--- config.mk ---
export PLATFORM = sky130hd
export DESIGN_NAME = strap_turnaround
export DESIGN_NICKNAME = d
export VERILOG_FILES = /design/src/rtl/strap_turnaround.sv
export SDC_FILE = /design/constraint.sdc
export NUM_CORES = 1
export LEC_CHECK = 0
export BUFFER_PORTS_ARGS = -buffer_cell sky130_fd_sc_hd__buf_2
export CAP_MARGIN = 30
export CORE_UTILIZATION = 50
export DETAILED_ROUTE_END_ITERATION = 12
export PLACE_DENSITY = 0.77
export SYNTH_ARGS = -nofsm -noshare
export SYNTH_HDL_FRONTEND = slang
export SYNTH_SLANG_ARGS = --single-unit
--- constraint.sdc ---
create_clock -name clk_ref -period 2.1 [get_ports clk_ref]
set_input_delay 0.42 -clock clk_ref [delete_from_list [all_inputs] [get_ports clk_ref]]
set_output_delay 0.42 -clock clk_ref [all_outputs]
set_load 0.01 [all_outputs]
--- src/rtl/strap_turnaround.sv ---
module strap_turnaround #(
  parameter int DELAY_CYCLES = 28636,
  parameter int NUM_FS       = 5
) (
  input  logic              clk_ref,
  input  logic              rst_n,
  input  logic [NUM_FS-1:0] fs_pin_in,
  input  logic              sel_pin_in,
  input  logic [NUM_FS-1:0] fs_clk_src,
  input  logic              clk24_src,
  input  logic              clk48_src,
  output logic [NUM_FS-1:0] fs_pin_out,
  output logic [NUM_FS-1:0] fs_pin_oe,
  output logic              sel_pin_out,
  output logic              sel_pin_oe,
  output logic [NUM_FS-1:0] freq_code,
  output logic              sel_24,
  output logic              straps_done
);

  localparam int CW = $clog2(DELAY_CYCLES + 1);
  localparam logic [CW-1:0] LAST = CW'(DELAY_CYCLES - 1);

  logic [CW-1:0] cnt;
  logic          hit;

  assign hit = (cnt == LAST);

  always_ff @(posedge clk_ref or negedge rst_n) begin
    if (!rst_n) begin
      cnt         <= '0;
      straps_done <= 1'b0;
      freq_code   <= '0;
      sel_24      <= 1'b0;
    end else if (!straps_done) begin
      cnt <= cnt + 1'b1;
      if (hit) begin
        straps_done <= 1'b1;
        freq_code   <= fs_pin_in;
        sel_24      <= sel_pin_in;
      end
    end
  end

  genvar g;
  generate
    for (g = 0; g < NUM_FS; g++) begin : g_fs
      always_ff @(posedge clk_ref or negedge rst_n) begin
        if (!rst_n)
          fs_pin_oe[g] <= 1'b0;
        else if (straps_done && !fs_clk_src[g])
          fs_pin_oe[g] <= 1'b1;
      end
      assign fs_pin_out[g] = fs_pin_oe[g] & fs_clk_src[g];
    end
  endgenerate

  logic sel_src;
  assign sel_src = sel_24 ? clk24_src : clk48_src;

  always_ff @(posedge clk_ref or negedge rst_n) begin
    if (!rst_n)
      sel_pin_oe <= 1'b0;
    else if (straps_done && !sel_src)
      sel_pin_oe <= 1'b1;
  end

  assign sel_pin_out = sel_pin_oe & sel_src;

  a_r2_done_at_limit: assert property (@(posedge clk_ref) disable iff (!rst_n)
    $rose(straps_done) |-> $past(cnt) == LAST);

  a_r4_straps_held: assert property (@(posedge clk_ref) disable iff (!rst_n)
    straps_done |=> straps_done && $stable(freq_code) && $stable(sel_24));

  a_r5_no_drive_early: assert property (@(posedge clk_ref) disable iff (!rst_n)
    !straps_done |-> (fs_pin_oe == '0) && !sel_pin_oe);

  a_r6_oe_sticky: assert property (@(posedge clk_ref) disable iff (!rst_n)
    |fs_pin_oe |=> ((fs_pin_oe & $past(fs_pin_oe)) == $past(fs_pin_oe)));

  a_r6_oe_on_low: assert property (@(posedge clk_ref) disable iff (!rst_n)
    ((fs_pin_oe & ~$past(fs_pin_oe) & $past(fs_clk_src)) == '0));

  a_r8_sel_oe_on_low: assert property (@(posedge clk_ref) disable iff (!rst_n)
    $rose(sel_pin_oe) |-> !$past(sel_24 ? clk24_src : clk48_src));

endmodule

* Word-level counts from Yosys, hierarchy flattened *
Index checks and enable logic that the tools add are counted.

storage, ports and cells
  bits in registers = 28
  input bits = 15
  output and inout port bits = 19

operators by class
  add/subtract/negate cells = 1
  eq/ne operators = 1
  multiplexer cells = 3
  bitwise logic cells = 7
  reduce and logical (&&, ||, !) cells = 13

operators by type and width
  cell                                            number
  adder 15 x 1 -> 15 bit (second input constant)  1
  equality test 15 bit (second input constant)    1
  bitwise AND 1 bit                               6
  logical AND 1 bit                               6
  logical NOT 1 bit                               6
  2-to-1 mux 1 bit                                3
  AND reduction 2 bit                             1
  inverter 1 bit                                  1

* Logic depth before layout (Yosys ltp) *
Gate-level depths: netlist of run 1.

  depth after elaboration = 3
  gate-level depth with buffers = 4
  gate-level depth less buffers = 4

* Worst setup path after synthesis of run 1 *
No wires, ideal clock.

  path type = reg2reg
  start = register cnt[0]
  end = register freq_code[0]
  setup time = 0.125 ns
  arrival time = 1.783 ns
  data required time = 1.975 ns
  path slack = 0.192 ns
  stages on the path, launching flop included = 5
  cells stage by stage = dfrtp_1 -> ha_1 -> or4b_4 -> nor4_4 -> mux2_2

on the way
  longest elaborated chain between the ends = 2

ends and longest elaborated chain
  element                        line  source
  start, declared                24    logic [CW-1:0] cnt;
  start signal, assigned         36    cnt <= cnt + 1'b1;
  equality test 15 bit           27    assign hit = (cnt == LAST);
  AND reduction 2 bit (no line)  -
  end signal, assigned           39    freq_code <= fs_pin_in;
  end, declared                  16    output logic [NUM_FS-1:0] freq_code,

No other way between the ends.
A chain may end at the register's enable or synchronous reset.

* Final worst setup path of run 1 *
  start = register cnt[0]
  end = register freq_code[3]

The elaborated chain is that of the path after synthesis.

==> impl_metrics.csv, run 1 <==
group,metric,value,unit
flow_run,cap_viol_max_count,0,
timing,worst_slew_pin_slew,0.593,ns
floorplanning,start_util,53.5,%
placement,postPlaceCellArea,1400,µm²
route,wl_per_cell,12.8,µm
synthesis,synth_ff_type,"dfrtp_1",
synthesis,avgSynthCellArea,12.7,µm²
power_and_ir_drop,powerDensity,590,nW/µm²
timing,clock.fmax,513,MHz
synthesis,synthTopCellsByArea,"dfrtp_1 59%, mux2_2 6.6%, xor2_1 6.6%, xnor2_1 3.7%, o21bai_1 3.1%",
power_and_ir_drop,power.total,849,µW
placement,dp_hpwl,1520,µm
power_and_ir_drop,p_leak,0.725,nW
critical_path,reg2reg_setup_slack,0.15,ns
grt,grt_max_degree,29,
clock_tree,cts-root-buf,"clkbuf_4",
critical_path,end_kind,"register",
synthesis,yosysTopAreaCell,"dfrtp_1",
finish,num_antenna_cells,0,
placement,routabilityCongestion,0.834,
critical_path,crit_path_max_fanout,6,
power_and_ir_drop,p_sw,177,µW
clock_tree,tritoncts,"done",
floorplanning,core_area,2230,µm²
critical_path,critPathRequiredTime,2.32,ns
synthesis,syn_inst,94,
route,firstDrtPassIters,4,
power_and_ir_drop,clkPwrFrac,30.2,%
finish,fillers,180,
clock_tree,cts.sinks,28,
clock_tree,clock_path_buffers,2,
grt,antenna_found_initial,0,
route,drc_errors,0,
grt,track_usage,18.4,%
floorplanning,rows,17,
critical_path,critPathTopFamily,"simple AND/OR/NAND/NOR gates",
critical_path,critPathMaxStageDelay,0.49,ns
critical_path,setup.worst_path.class,"register to register",
placement,port_buffers,33,
finish,final_cells,160,
synthesis,synthesis.nets,110,
critical_path,crit_chain,"ha_1 > or4b_4 > nor4_4 > mux2_2",
clock_tree,hold_buffers,0,
timing,finalSetupViolCount,0,
synthesis,synth_seq_cells,28,
finish,multi_input_area,479,µm²
finish,synthToLayoutAreaGrowth,20.4,%
route,drt-initial-drc-count,5,
synthesis,synthTopCellsByCount,"28 x dfrtp_1, 9 x xor2_1, 7 x mux2_2",
timing,min_period,1.95,ns
timing,fin_crit_sh,92.8,%
critical_path,crit_slowest_cell,"or4b_4",
timing,fin_skew,0.00658,ns
power_and_ir_drop,ir_worst_vdd,0.343,mV
clock_tree,post_cts_resized,0,
critical_path,cp-start-kind,"register",
grt,grt_pass1_vias,809,
placement,place_inst,156,
finish,nets,149,
power_and_ir_drop,p_int,671,µW
outcome,status,"complete, no violations",
power_and_ir_drop,sw_frac_of_total,20.9,%
synthesis,synth_top_area_share,58.6,%
clock_tree,cts_max_level,1,
clock_tree,cts_buffers,3,
critical_path,critPathBufInv,0,
synthesis,ys_async_sr_fraction,100,%
clock_tree,path_clk_slew,0.14,ns
timing,finalSetupTns,0,ns
timing,holdWs,0.0739,ns
timing,hold_viol,0,
timing,rsz0062_at_grt,"false",
timing,drv_slew,0,
finish,drive_gt1_share,35.6,%
min_path,holdCritPathClass,"input pin to asynchronous set/reset pin",
route,postRouteAntennaNets,0,
grt,gr-total-overflow,0,
route,wl,2050,µm
synthesis,ys_warn_count,0,
floorplanning,die_area,2590,µm²
grt,grt_pass1_wl,3420,µm
power_and_ir_drop,combPwrFrac,5.3,%
clock_tree,insertion_delay,0.33,ns
timing,max-slew-margin-rel,60.4,%
critical_path,arrival,2.17,ns
synthesis,netlist_area,1190,µm²
floorplanning,die_w,50.9,µm
power_and_ir_drop,p_seq_share,64.5,%
route,dr_total_vias,818,
synthesis,synth_edf_count,0,
floorplanning,dieHeight,50.9,µm
synthesis,synth_most_common_cell,"dfrtp_1",
finish,regArea,701,µm²
floorplanning,pin_count,34,
synthesis,yosysSeqAreaShare,58.6,%
clock_tree,postCtsSetupBuffers,0,
route,via_per_inst,5.11,
synthesis,yosys.cell_types.count,22,
finish,design_area,1440,µm²
-- stage by stage --
| step | setup slack [ns] | utilization (%) |
|---|---|---|
| finish | 0.151 | 64.4 |
| global route | 0.0650 | 64.4 |
| CTS | 0.0238 | 64.4 |
| detailed placement | 0.0581 | 62.8 |
| global placement | 0.110 | 62.8 |
| floorplan | 0.192 | - |
-- cell usage in the layout, fill, tap and decap left out, drive strengths merged, types with 2 or more instances in the layout --
cell / n
and2: 5
buf: 34
clkbuf: 4
dfrtp: 28
inv: 4
mux2: 7
nand2: 4
nand3: 3
nand3b: 2
nand4: 3
nor2: 3
nor3: 4
nor4: 5
o21bai: 5
xnor2: 5
xor2: 9
-- sequential cells by signal, indices dropped and copies added (netlist names) --
| name | count |
|---|---|
| sel_pin_oe | 1 |
| freq_code | 5 |
| cnt | 15 |
| fs_pin_oe | 5 |
| straps_done | 1 |
| sel_24 | 1 |
-- logic make-up after synthesis --
logic type      share of synthesized area, %
compound gates                          4.50
xor+xnor                                10.3
fa+ha+maj                               1.05
buf+inv                                 1.26
flops                                   58.6
mux                                     7.43
simple gates                            16.9
-- power groups by stage --
stage	clock network [mW]	registers (mW)	logic, mW
6_report	0.257	0.547	0.0448
5_1_grt	0.294	0.548	0.0504
4_1_cts	0.263	0.547	0.0463
3_5_place_dp	0	0.557	0.0465
3_3_place_gp	0	0.557	0.0454
2_1_floorplan	0	0.560	0.0106
-- final cells by class --
class                   instances  share of cell area, %
clock buffers                   4                   2.52
inverters                       4                   1.04
multi-input cells              62                   33.3
flip-flops and latches         28                   48.7
well taps                      28                   2.43
repair buffers                 34                   12.0
-- routing by layer --
metal  track usage [%]  routed length [µm]  vias to the layer above
met1              22.7                 930                      378
met2              31.6                 975                       28
li1                  -                   -                      407
met4              8.33                  46                        0
met3              2.98                  95                        5
met5                 0                   0                        -
-- worst reg2reg max path: stages, from the launching register on --
cell and delay [ns]:
dfrtp_1 0.41, ha_1 0.19, or4b_4 0.49, nor4_4 0.35
mux2_2 0.39
-- worst paths after layout --
kind	from	end	cells past startpoint
setup / recovery	cnt[0]	freq_code[3]	4
setup reg to reg	cnt[0]	freq_code[3]	4
hold reg to reg	sel_pin_oe	sel_pin_oe	1
min in group clk_ref	fs_clk_src[2]	fs_pin_oe[2]	2
hold / removal	rst_n	freq_code[0]	1
max in group asynchronous	rst_n	fs_pin_oe[0]	1
Note: power is estimated with default switching activity, not from simulation.
==> inputs of run 2 (changes only) <==
ABC_AREA = 1   (was unset)
CORE_UTILIZATION = 51   (was 50)
==> run 2 against run 1 <==
Against the previous run: worst hold slack better by 0.013 ns; clock power is 15% lower; sequential share of layout area is 3.7 points lower; critical path type is now register to primary output; critical endpoint is now sel_pin_out; highest routed layer unchanged.
==> impl_metrics.csv, run 2 <==
group,metric,value,unit
critical_path,arrival,1.20,ns
route,dr_total_vias,1097,
floorplanning,die_area,2830,µm²
finish,largest_register,"cnt",
clock_tree,hold_buffers,0,
synthesis,avgSynthCellArea,8.85,µm²
finish,drive_gt1_share,26.3,%
placement,routabilityCongestion,0.852,
critical_path,crit_path_max_fanout,3,
clock_tree,post_cts_resized,0,
power_and_ir_drop,powerDensity,523,nW/µm²
synthesis,synth_ff_type,"dfrtp_1",
synthesis,yosysTopAreaCell,"dfrtp_1",
route,via_per_inst,5.08,
clock_tree,cts_buffers,3,
finish,nets,204,
critical_path,crit_chain,"mux2i_1 > nor2_1 > buf_2",
floorplanning,pin_count,34,
min_path,holdCritPathClass,"input pin to asynchronous set/reset pin",
critical_path,r2r-start,"straps_done",
critical_path,r2r-end,"cnt[13]",
critical_path,reg2reg_setup_slack,0.66,ns
floorplanning,rows,18,
synthesis,synth_top_family_by_area,"simple AND/OR/NAND/NOR gates",
timing,worst_slew_pin_slew,0.621,ns
critical_path,end_kind,"primary output",
timing,max-slew-margin-rel,58.6,%
critical_path,cp-start-kind,"register",
synthesis,synthesis.nets,167,
outcome,status,"complete, no violations",
timing,fin_skew,0.00188,ns
route,drc_errors,0,
power_and_ir_drop,ir_worst_vdd,0.354,mV
clock_tree,postCtsSetupBuffers,0,
critical_path,worst-r2r-cell-count,7,
grt,grt_pass1_wl,3930,µm
timing,finalSetupViolCount,0,
synthesis,ys_async_sr_fraction,100,%
grt,grt_pass1_vias,949,
critical_path,worstSetupStartpoint,"sel_24",
timing,min_period,1.62,ns
synthesis,synth_compound_area_share,3.18,%
timing,fin_crit_sh,77.2,%
route,firstDrtPassIters,4,
critical_path,crit_slowest_cell,"dfrtp_1",
clock_tree,tritoncts,"done",
synthesis,synth_mux_area_share,0.749,%
power_and_ir_drop,p_leak,0.849,nW
flow_run,cap_viol_max_count,0,
clock_tree,clock_path_buffers,2,
timing,clock.fmax,617,MHz
finish,largest_reg_flops,15,
finish,num_antenna_cells,0,
critical_path,setup.worst_path.class,"register to primary output",
route,wl_per_cell,11.4,µm
grt,gr-total-overflow,0,
synthesis,synth-adder-area-share,0.936,%
synthesis,netlist_area,1340,µm²
placement,port_buffers,33,
synthesis,yosys.cell_types.count,22,
timing,rsz0062_at_grt,"false",
grt,track_usage,19.7,%
synthesis,syn_inst,151,
synthesis,yosysSeqAreaShare,52.4,%
synthesis,synthTopCellsByArea,"dfrtp_1 52%, nand2_1 13%, inv_1 4.8%, nand4_1 3.3%, xor2_1 3.3%",
floorplanning,die_w,53.2,µm
timing,hold_viol,0,
synthesis,synth-xor-area-share,5.90,%
finish,synthToLayoutAreaGrowth,16.5,%
grt,grt_max_degree,29,
clock_tree,insertion_delay,0.32,ns
clock_tree,cts.sinks,28,
route,postRouteAntennaNets,0,
finish,final_common_cell,"nand2_1",
timing,drv_slew,0,
floorplanning,start_util,53.9,%
critical_path,critPathMaxStageDelay,0.42,ns
synthesis,synth_top_area_share,52.4,%
synthesis,synthTopCellsByCount,"47 x nand2_1, 28 x dfrtp_1, 17 x inv_1",
floorplanning,dieHeight,53.2,µm
synthesis,synth_most_common_cell,"nand2_1",
synthesis,synth_edf_count,0,
timing,finalSetupTns,0,ns
route,drt-initial-drc-count,21,
synthesis,synth_seq_cells,28,
synthesis,synth-simple-area-share,30.5,%
power_and_ir_drop,power.total,815,µW
route,wl,2470,µm
finish,reg_top3,"cnt (15), freq_code (5), fs_pin_oe (5)",
placement,dp_hpwl,1870,µm
grt,antenna_found_initial,0,
critical_path,critPathRequiredTime,1.68,ns
clock_tree,cts_max_level,1,
timing,holdWs,0.0871,ns
clock_tree,path_clk_slew,0.14,ns
synthesis,ys_warn_count,0,
finish,final_cell_mix,"47 x nand2_1, 33 x buf_2, 28 x dfrtp_1, 17 x inv_1, 10 x nor2_1",
clock_tree,cts-root-buf,"clkbuf_4",
finish,fillers,220,
floorplanning,core_area,2480,µm²
run 2: cell types whose count changed after synthesis, moves of 3 or more:
cell	delta
nand4_1	+4
nand2_1	+43
mux2_2	-7
nor4_1	-4
nor2_1	+7
inv_2	+3
nand2_2	+3
nand3_1	+5
and2_1	-5
inv_1	+13
xor2_1	-4
run 2: worst max-delay path by stage:
stage	end	cells past startpoint
floorplan	sel_24	8
global placement	freq_code[3]	8
detailed placement	cnt[13]	7
CTS	sel_pin_out	3
global route	sel_pin_out	3
finish	sel_pin_out	3
run 2: kinds of logic after synthesis:
kind of cell,count (synthesis)
and+or+nand+nor,84
DFF,28
buffers and inverters,22
xor gates and xnor gates,9
AOI/OAI and AO/OA,6
muxes,1
adders and majority gates,1
run 2: layout make-up:
class / count / area [µm²] / share of cell area (%)
Inverter: 21 / 78.8 / 5.06
Multi-Input combinational cell: 101 / 552 / 35.5
Sequential cell: 28 / 701 / 45.0
Tap cell: 30 / 37.5 / 2.41
Clock buffer: 3 / 22.5 / 1.45
Timing Repair Buffer: 33 / 165 / 10.6
run 2: report_power, final:
part	switching, mW	total (mW)	internal (mW)	leakage (nW)
Sequential	0.00349	0.548	0.544	0.329
Clock	0.151	0.218	0.0674	0.0138
Combinational	0.0278	0.0489	0.0212	0.506
run 2: stage by stage:
step / area, µm² / instances / setup slack (ns) / util [%]
2_1_floorplan: 1340 / 151 / 0.843 / -
3_3_place_gp: 1530 / 213 / 0.735 / 61.9
3_5_place_dp: 1530 / 213 / 0.688 / 61.9
4_1_cts: 1560 / 216 / 0.444 / 62.8
5_1_grt: 1560 / 216 / 0.367 / 62.8
6_report: 1560 / 216 / 0.478 / 62.8
run 2: metal layers:
layer  GRT usage [%]  wire length (µm)  vias to the layer above
met5               0                 0                        -
met4            7.89                27                        0
met3            2.59               102                        4
met2            34.4              1250                       24
met1            24.3              1100                      525
li1                -                 -                      544
run 2: worst max-delay path, delay by kind of cell, from the launching register on:
family | cells | cell delay, ns
muxes | 1 | 0.27
and+or+nand+nor | 1 | 0.06
DFF | 1 | 0.42
buffers and inverters | 1 | 0.14
